`config.mk`:
```
export PLATFORM = sky130hd
export DESIGN_NAME = sync_master_rx
export DESIGN_NICKNAME = d
export VERILOG_FILES = /design/src/rtl/smrx_pkg.sv /design/src/rtl/smrx_clkgen.sv /design/src/rtl/smrx_shifter.sv /design/src/rtl/smrx_hold.sv /design/src/rtl/sync_master_rx.sv
export SDC_FILE = /design/constraint.sdc
export NUM_CORES = 1
export LEC_CHECK = 0
export ABC_AREA = 0
export CAP_MARGIN = 25
export CORE_MARGIN = 1
export CORE_UTILIZATION = 40
export CTS_CLUSTER_SIZE = 14
export DETAILED_ROUTE_END_ITERATION = 10
export PLACE_DENSITY = 0.62
export SLEW_MARGIN = 20
export SYNTH_ARGS = -nofsm -noshare
export SYNTH_HDL_FRONTEND = slang
export SYNTH_SLANG_ARGS = --single-unit
```
`constraint.sdc`:
```
create_clock -name clk_i -period 2.9 [get_ports clk_i]
set_input_delay 0.58 -clock clk_i [delete_from_list [all_inputs] [get_ports clk_i]]
set_output_delay 0.58 -clock clk_i [all_outputs]
set_load 0.01 [all_outputs]
```
`src/rtl/smrx_pkg.sv`:
```
package smrx_pkg;
  localparam int DIV_W  = 16;
  localparam int BYTE_W = 8;
  localparam int WORD_W = BYTE_W + 1;
  localparam int CNT_W  = $clog2(WORD_W + 1);

  typedef struct packed {
    logic              bit8;
    logic [BYTE_W-1:0] data;
  } rx_word_t;
endpackage

```
`src/rtl/smrx_clkgen.sv`:
```
module smrx_clkgen #(
  parameter int DIV_W = 16
) (
  input  logic             clk_i,
  input  logic             rst_ni,
  input  logic             run_i,
  input  logic [DIV_W-1:0] div_i,
  output logic             sck_o,
  output logic             fall_o
);
  logic [DIV_W-1:0] cnt_q;
  logic             sck_q;
  logic             tick;

  assign tick   = run_i && (cnt_q == '0);
  assign fall_o = tick && sck_q;
  assign sck_o  = sck_q;

  always_ff @(posedge clk_i or negedge rst_ni) begin
    if (!rst_ni) begin
      cnt_q <= '0;
      sck_q <= 1'b0;
    end else if (!run_i) begin
      cnt_q <= div_i;
      sck_q <= 1'b0;
    end else if (tick) begin
      cnt_q <= div_i;
      sck_q <= ~sck_q;
    end else begin
      cnt_q <= cnt_q - 1'b1;
    end
  end

  a_r1_idle_low: assert property (@(posedge clk_i) disable iff (!rst_ni)
    !run_i |=> !sck_q);
  a_r2_hold_between: assert property (@(posedge clk_i) disable iff (!rst_ni)
    (run_i && cnt_q != '0) |=> $stable(sck_q));
  a_r3_fall_from_high: assert property (@(posedge clk_i) disable iff (!rst_ni)
    fall_o |=> !sck_q);
endmodule

```
`src/rtl/smrx_shifter.sv`:
```
module smrx_shifter
  import smrx_pkg::*;
(
  input  logic     clk_i,
  input  logic     rst_ni,
  input  logic     run_i,
  input  logic     fall_i,
  input  logic     nine_i,
  input  logic     data_i,
  output logic     done_o,
  output rx_word_t word_o
);
  logic [WORD_W-1:0] sh_q, sh_nxt;
  logic [CNT_W-1:0]  bits_q;
  logic [CNT_W-1:0]  last;

  assign last   = nine_i ? CNT_W'(WORD_W - 1) : CNT_W'(BYTE_W - 1);
  assign sh_nxt = {data_i, sh_q[WORD_W-1:1]};
  assign done_o = fall_i && (bits_q >= last);

  // LSB first: the earliest bit ends up lowest after the final shift
  always_comb begin
    if (nine_i) begin
      word_o.data = sh_nxt[BYTE_W-1:0];
      word_o.bit8 = sh_nxt[WORD_W-1];
    end else begin
      word_o.data = sh_nxt[WORD_W-1:1];
      word_o.bit8 = 1'b0;
    end
  end

  always_ff @(posedge clk_i or negedge rst_ni) begin
    if (!rst_ni) begin
      sh_q   <= '0;
      bits_q <= '0;
    end else if (!run_i) begin
      sh_q   <= '0;
      bits_q <= '0;
    end else if (fall_i) begin
      sh_q   <= sh_nxt;
      bits_q <= done_o ? '0 : bits_q + 1'b1;
    end
  end

  a_r6_bit_bound: assert property (@(posedge clk_i) disable iff (!rst_ni)
    bits_q <= CNT_W'(WORD_W - 1));
  a_r3_shift_only_on_fall: assert property (@(posedge clk_i) disable iff (!rst_ni)
    (run_i && !fall_i) |=> $stable(bits_q));
endmodule

```
`src/rtl/smrx_hold.sv`:
```
module smrx_hold
  import smrx_pkg::*;
(
  input  logic              clk_i,
  input  logic              rst_ni,
  input  logic              word_done_i,
  input  rx_word_t          word_i,
  input  logic              rd_i,
  input  logic              clr_err_i,
  output logic [BYTE_W-1:0] byte_o,
  output logic              bit8_o,
  output logic              done_o,
  output logic              ovr_o
);
  rx_word_t hold_q;
  logic     done_q, ovr_q;
  logic     pending;

  assign pending = done_q && !rd_i;

  always_ff @(posedge clk_i or negedge rst_ni) begin
    if (!rst_ni) begin
      hold_q <= '0;
      done_q <= 1'b0;
      ovr_q  <= 1'b0;
    end else begin
      if (word_done_i && !pending) hold_q <= word_i;
      done_q <= pending || word_done_i;
      if (clr_err_i)                   ovr_q <= 1'b0;
      else if (word_done_i && pending) ovr_q <= 1'b1;
    end
  end

  assign byte_o = hold_q.data;
  assign bit8_o = hold_q.bit8;
  assign done_o = done_q;
  assign ovr_o  = ovr_q;

  a_r8_keep_unread: assert property (@(posedge clk_i) disable iff (!rst_ni)
    (done_q && !rd_i) |=> $stable(hold_q));
  a_r8_ovr_with_done: assert property (@(posedge clk_i) disable iff (!rst_ni)
    $rose(ovr_q) |-> done_q);
  a_r7_read_clears: assert property (@(posedge clk_i) disable iff (!rst_ni)
    (rd_i && !word_done_i) |=> !done_q);
endmodule

```
`src/rtl/sync_master_rx.sv`:
```
module sync_master_rx
  import smrx_pkg::*;
#(
  parameter int DIV_WIDTH = DIV_W
) (
  input  logic                 clk_i,
  input  logic                 rst_ni,
  input  logic                 port_en_i,
  input  logic                 sync_master_i,
  input  logic                 single_set_i,
  input  logic                 cont_en_i,
  input  logic                 clk_pol_i,
  input  logic                 nine_bit_i,
  input  logic [DIV_WIDTH-1:0] divisor_i,
  input  logic                 irq_en_i,
  input  logic                 rd_i,
  input  logic                 data_i,
  output logic                 sclk_o,
  output logic                 single_busy_o,
  output logic [BYTE_W-1:0]    rx_byte_o,
  output logic                 rx_bit8_o,
  output logic                 rx_done_o,
  output logic                 overrun_o,
  output logic                 irq_o
);
  logic     port_ok, active;
  logic     single_q, cont_q;
  logic     sck, fall, word_done, clr_err;
  rx_word_t word;

  assign port_ok = port_en_i && sync_master_i;
  assign active  = port_ok && (cont_en_i || single_q);
  assign clr_err = !port_ok || (cont_q && !cont_en_i);

  always_ff @(posedge clk_i or negedge rst_ni) begin
    if (!rst_ni) begin
      single_q <= 1'b0;
      cont_q   <= 1'b0;
    end else begin
      single_q <= port_ok && (single_set_i || (single_q && !word_done));
      cont_q   <= cont_en_i;
    end
  end

  smrx_clkgen #(.DIV_W(DIV_WIDTH)) u_clkgen (
    .clk_i  (clk_i),
    .rst_ni (rst_ni),
    .run_i  (active),
    .div_i  (divisor_i),
    .sck_o  (sck),
    .fall_o (fall)
  );

  smrx_shifter u_shifter (
    .clk_i  (clk_i),
    .rst_ni (rst_ni),
    .run_i  (active),
    .fall_i (fall),
    .nine_i (nine_bit_i),
    .data_i (data_i),
    .done_o (word_done),
    .word_o (word)
  );

  smrx_hold u_hold (
    .clk_i       (clk_i),
    .rst_ni      (rst_ni),
    .word_done_i (word_done),
    .word_i      (word),
    .rd_i        (rd_i),
    .clr_err_i   (clr_err),
    .byte_o      (rx_byte_o),
    .bit8_o      (rx_bit8_o),
    .done_o      (rx_done_o),
    .ovr_o       (overrun_o)
  );

  assign sclk_o        = sck ^ clk_pol_i;
  assign single_busy_o = single_q;
  assign irq_o         = rx_done_o && irq_en_i;

  a_r4_single_self_clear: assert property (@(posedge clk_i) disable iff (!rst_ni)
    (word_done && !single_set_i) |=> !single_q);
  a_r9_err_clear: assert property (@(posedge clk_i) disable iff (!rst_ni)
    (cont_q && !cont_en_i) |=> !overrun_o);
  a_r7_done_follows_word: assert property (@(posedge clk_i) disable iff (!rst_ni)
    word_done |=> rx_done_o);
endmodule

```
== After elaboration in Yosys (flattened, before gate mapping) ==
Index checks and enable logic that the tools add are counted.
Cells by class
  add/sub/neg operators: 2
  multiply operators: 0
  div/mod/pow operators: 0
  order comparisons: 1
  equal/unequal tests: 2
  shift-type cells: 0
  mux-type cells: 13
  bitwise logic cells: 2
  reductions and logical operators: 23
Operators with widths (count)
  16-bit two-way mux: 2
  9-bit two-way mux: 3
  16-bit logical NOT: 1
  4-bit two-way mux: 4
  16-bit by 1-bit subtractor with 16-bit output (second input constant): 1
  1-bit logical AND: 12
  1-bit logical NOT: 5
  4-bit by 1-bit adder with 4-bit output (second input constant): 1
  4-bit >= comparator: 1
  1-bit logical OR: 4
  1-bit two-way mux: 4
  2-bit by 1-bit inequality test with 1-bit output (second input constant): 1
  2-bit inequality test (second input constant): 1
  2-bit nonzero test: 1
  1-bit inverter: 1
  1-bit bitwise XOR: 1
Storage, ports and cells
  register bits: 43
  bits in latches: 0
  memory bits (writable): 0
  ROM bits: 0
  input bits: 27
  logic and storage cells: 53
  memories: 0

== Longest topological paths before layout ==
Gate-level depths: netlist (run 1).
  word-level depth: 9
  mapped depth: 9
  depth with buffers taken out: 7

== Hierarchy ==
Synthesis (run 1) repeated with hierarchy kept, for this count alone.
Second synthesis, totals
  cell total of the unflattened synthesis: 205
  area total of the unflattened synthesis: 2225.9 um^2
Modules (own cells, without submodules)
  smrx_clkgen: instances 1, cells an instance 96, area an instance 909.6 um^2, seq. area each 425.4 um^2
  smrx_shifter: instances 1, cells an instance 71, area an instance 787.0 um^2, seq. area each 300.3 um^2
  smrx_hold: instances 1, cells an instance 26, area an instance 422.9 um^2, seq. area each 275.3 um^2
  sync_master_rx: instances 1, cells an instance 12, area an instance 106.4 um^2, seq. area each 50.0 um^2

== Least setup slack after synthesis (run 1) ==
No wires, ideal clock.
  path kind: input to register
  from: in nine_bit_i
  to: reg u_hold.hold_q, in the netlist u_hold.bit8_o
  arrival time: 2.442 ns
  data required time: 2.821 ns
  setup slack: 0.378 ns
  stages on the path: 8
  buffers on the path: 2
  cells stage by stage: clkbuf_1 -> inv_1 -> ha_1 -> o21ai_0 -> a211oi_2 -> and3_1 -> buf_4 -> mux2i_1
Between the ends
  word-level cells in the longest chain between the ends: 4
  elaborated cells between the ends (all ways): 5
Ends and longest elaborated chain
  from (decl): RTL line sync_master_rx.sv:13  | input logic nine_bit_i,
  4-bit two-way mux: RTL line smrx_shifter.sv:17  | assign last = nine_i ? CNT_W'(WORD_W - 1) : CNT_W'(BYTE_W - 1);
  4-bit >= comparator: RTL line smrx_shifter.sv:19  | assign done_o = fall_i && (bits_q >= last);
  1-bit logical AND: RTL line smrx_shifter.sv:19
  1-bit logical AND: RTL line smrx_hold.sv:27  | if (word_done_i && !pending) hold_q <= word_i;
  to (signal assigned): RTL line smrx_hold.sv:27
  to (decl): RTL line smrx_hold.sv:15  | rx_word_t hold_q;
Several ways; a longest one is shown, not always the timed one.
A chain may end at the register's enable or synchronous reset.

== Worst setup path in the final report (run 1) ==
  from: reg u_clkgen.cnt_q[4]
  to: reg u_hold.hold_q, in the netlist u_hold.bit8_o
Between the ends
  word-level cells in the longest chain between the ends: 5
Ends and longest elaborated chain
  from (decl): RTL line smrx_clkgen.sv:11  | logic [DIV_W-1:0] cnt_q;
  from (signal assigned): RTL line smrx_clkgen.sv:24  | cnt_q <= div_i;
  from (signal assigned): RTL line smrx_clkgen.sv:27  | cnt_q <= div_i;
  from (signal assigned): RTL line smrx_clkgen.sv:30  | cnt_q <= cnt_q - 1'b1;
  16-bit logical NOT: RTL line smrx_clkgen.sv:15  | assign tick = run_i && (cnt_q == '0);
  1-bit logical AND: RTL line smrx_clkgen.sv:15
  1-bit logical AND: RTL line smrx_clkgen.sv:16  | assign fall_o = tick && sck_q;
  1-bit logical AND: RTL line smrx_shifter.sv:19
  1-bit logical AND: RTL line smrx_hold.sv:27
No other way between the ends.

==> flow_summary.yaml, run 1 <==
run_status:
  status: "complete, no violations"
clock_network:
  cts_tree: "built"
  cts_hold_buf: 0
  cts_resized: 0
  clock-sinks: 42
  htreeDepth: 2
  cts.clk_slew.worst_paths_ns: 0.08
  cts_setup_buffers: 0
  cts-root-buf: "clkbuf_8"
  numCtsBuffers: 5
  clkLatencyLatePin_ns: 0.29
  cts_buffer_depth: 2
place:
  placed_area_um2: 2630
  gp_congestion: 0.752
  portBuffers: 40
  dp_hpwl_um: 3020
floorplanning:
  num_rows: 26
  ioPinCount: 41
  dieHeight_um: 76.0
  dieWidth_um: 76.0
  core-area_um2: 5200
  die_area_um2: 5770
  start_util_pct: 42.1
logic_synthesis:
  synth_ff_type: "dfrtp_1"
  async_flop_share_pct: 100
  synth_top_area_share_pct: 48.0
  seq_area_frac_synth_pct: 48.0
  synth-edff-count: 0
  ys_top_cells_by_area: "dfrtp_1, nand2_1, mux2i_1"
  netlist_area_um2: 2190
  synth_top_area_cell: "dfrtp_1"
  ys_types: 41
  ys_warn_count: 0
  synth-seq-cells: 42
  syn_nets: 261
  synthCells: 227
  avgSynthCellArea_um2: 9.65
final_layout:
  drive_gt1_share_pct: 8.55
  num_antenna_cells: 0
  synthToLayoutAreaGrowth_pct: 25.6
  fin_nets: 302
  mostFrequentLayoutCell: "dfrtp_1"
  final_cell_mix: "dfrtp_1, nand2_1, clkdlybuf4s50_1"
  final_area_um2: 2750
timing:
  fmax_mhz: 398
  tns_ns: 0
  rsz0062_at_grt: "no"
  fin_crit_ns: 2.51
  fin_crit_sh_pct: 86.6
  finalSetupViolCount: 0
  drv_slew: 0
  hold_violations: 0
  tightest_slew_ns: 0.712
  finClkSkew_ns: 0.00473
  maxSlewHeadroom_pct: 52.4
route:
  drc: 0
  via_per_inst: 4.97
  vias: 1684
  ant_nets: 0
  initialDrtViolationCount: 72
  wl_per_cell_um: 12.5
  wirelength_um: 4230
  firstDrtPassIters: 4
critical_path:
  worstSetupStartpointType: "register"
  worstPathCellList: "or4_4 -> nor4_4 -> and3_4 -> and3_1 -> mux2i_1"
  reg2reg_from: "u_clkgen.cnt_q[4]$_DFF_PN0_"
  timing_worst_setup_path_type: "register to register"
  r2r_cells: 5
  crit_path_max_incr_delay_ns: 0.60
  reg2reg_to: "u_hold.bit8_o$_DFFE_PN0P_"
  reg2reg_slack_ns: 0.39
  cp.required_ns: 3.12
  crit_fanout: 20
  path_buf_inv: 0
  crit_family: "simple AND/OR/NAND/NOR gates"
  critPathSlowestCell: "or4_4"
  critical_path_arrival_ns: 2.73
  cp-end-kind: "register"
grt:
  grt_overflow: 0
  grt_max_degree: 43
  grt_usage_pct: 16.5
  grt_pass1_wl_um: 7650
  antenna_found_initial: 0
  first_global_vias: 1675
power:
  p_leak_uw: 0.00122
  ir_drop_uv: 201
  power.density_nw_per_um2: 416
flow_run:
  cap_violations: 0
min_path:
  hp-class: "input pin to asynchronous set/reset pin"
-- cell type report --
| cell class | instances | area (um^2) |
|---|---|---|
| Clock buffer | 6 | 82.6 |
| Clock inverter | 2 | 12.5 |
| Fill cell | 487 | 2450 |
| Sequential cell | 42 | 1050 |
| Timing Repair Buffer | 45 | 453 |
| Multi-Input combinational cell | 166 | 1030 |
| Tap cell | 70 | 87.6 |
| Inverter | 8 | 30.0 |
-- cells in the mapped netlist (all sizes together) (6+ instances only) --
cell type,count
inv,8
a31oi,8
xnor2,9
ha,7
o21ai,18
nand3,14
nand2,39
a21oi,13
nor2,9
buf,6
dfrtp,42
xor2,6
mux2i,9
-- metal layers --
layer / part of all wire, % / global-route usage, % / vias up
li1: - / - / 869
met1: 49 / 21.3 / 764
met3: 4.5 / 3.83 / 5
met5: 0 / 0 / -
met2: 46 / 27.5 / 46
met4: 1.3 / 5.19 / 0
-- worst max-delay path by stage --
stage / startpoint / end / slack, ns / depth (start not counted)
4_1_cts: u_clkgen.cnt_q[0]$_DFF_PN0_ / u_hold.bit8_o$_DFFE_PN0P_ / 0.39 / 7
3_3_place_gp: nine_bit_i / u_shifter.bits_q[0]$_DFFE_PN0P_ / 0.37 / 7
5_1_grt: u_clkgen.cnt_q[0]$_DFF_PN0_ / u_hold.bit8_o$_DFFE_PN0P_ / 0.18 / 7
2_1_floorplan: nine_bit_i / u_hold.bit8_o$_DFFE_PN0P_ / 0.38 / 8
3_5_place_dp: nine_bit_i / u_hold.bit8_o$_DFFE_PN0P_ / 0.37 / 7
6_report: u_clkgen.cnt_q[4]$_DFF_PN0_ / u_hold.bit8_o$_DFFE_PN0P_ / 0.39 / 5
-- cells by family after synthesis --
| logic type | count (synthesis) | synth area share [%] |
|---|---|---|
| buf+inv | 19 | 4.80 |
| flops | 42 | 48.0 |
| mux | 9 | 4.11 |
| fa+ha+maj | 7 | 4.00 |
| simple gates | 87 | 20.1 |
| compound gates | 48 | 13.0 |
| xor+xnor | 15 | 6.00 |
-- power by group --
| part | internal, uW | switching [uW] |
|---|---|---|
| Sequential | 605 | 18.6 |
| Clock | 191 | 199 |
| Combinational | 69.7 | 60.9 |
-- through the flow --
step	setup WS, ns	instances	power, uW	utilization, %	hold WS [ns]
3_3_place_gp	0.374	330	761	50.5	0.473
4_1_cts	0.386	338	1160	52.3	0.451
5_1_grt	0.180	339	1210	52.8	0.315
2_1_floorplan	0.378	227	695	-	0.284
3_5_place_dp	0.366	330	762	50.5	0.483
6_report	0.389	339	1140	52.8	0.269
-- registers in the layout, indices dropped and copies added (netlist names) --
signal	flops
u_clkgen.cnt_q	16
u_hold.byte_o	8
u_shifter.sh_q	8
u_shifter.bits_q	4
cont_q	1
single_busy_o	1
u_clkgen.sck_o	1
u_hold.bit8_o	1
u_hold.done_o	1
u_hold.ovr_o	1
Power figures use the tool's default switching activity.
==> run 2: changes to the inputs <==
--- a/config.mk
+++ b/config.mk
@@ -5,7 +5,6 @@
 export SDC_FILE = /design/constraint.sdc
 export NUM_CORES = 1
 export LEC_CHECK = 0
-export ABC_AREA = 0
 export CAP_MARGIN = 25
 export CORE_MARGIN = 1
 export CORE_UTILIZATION = 40
==> results of run 2 <==
Final layout, timing and power as in run 1 (identical DEF).
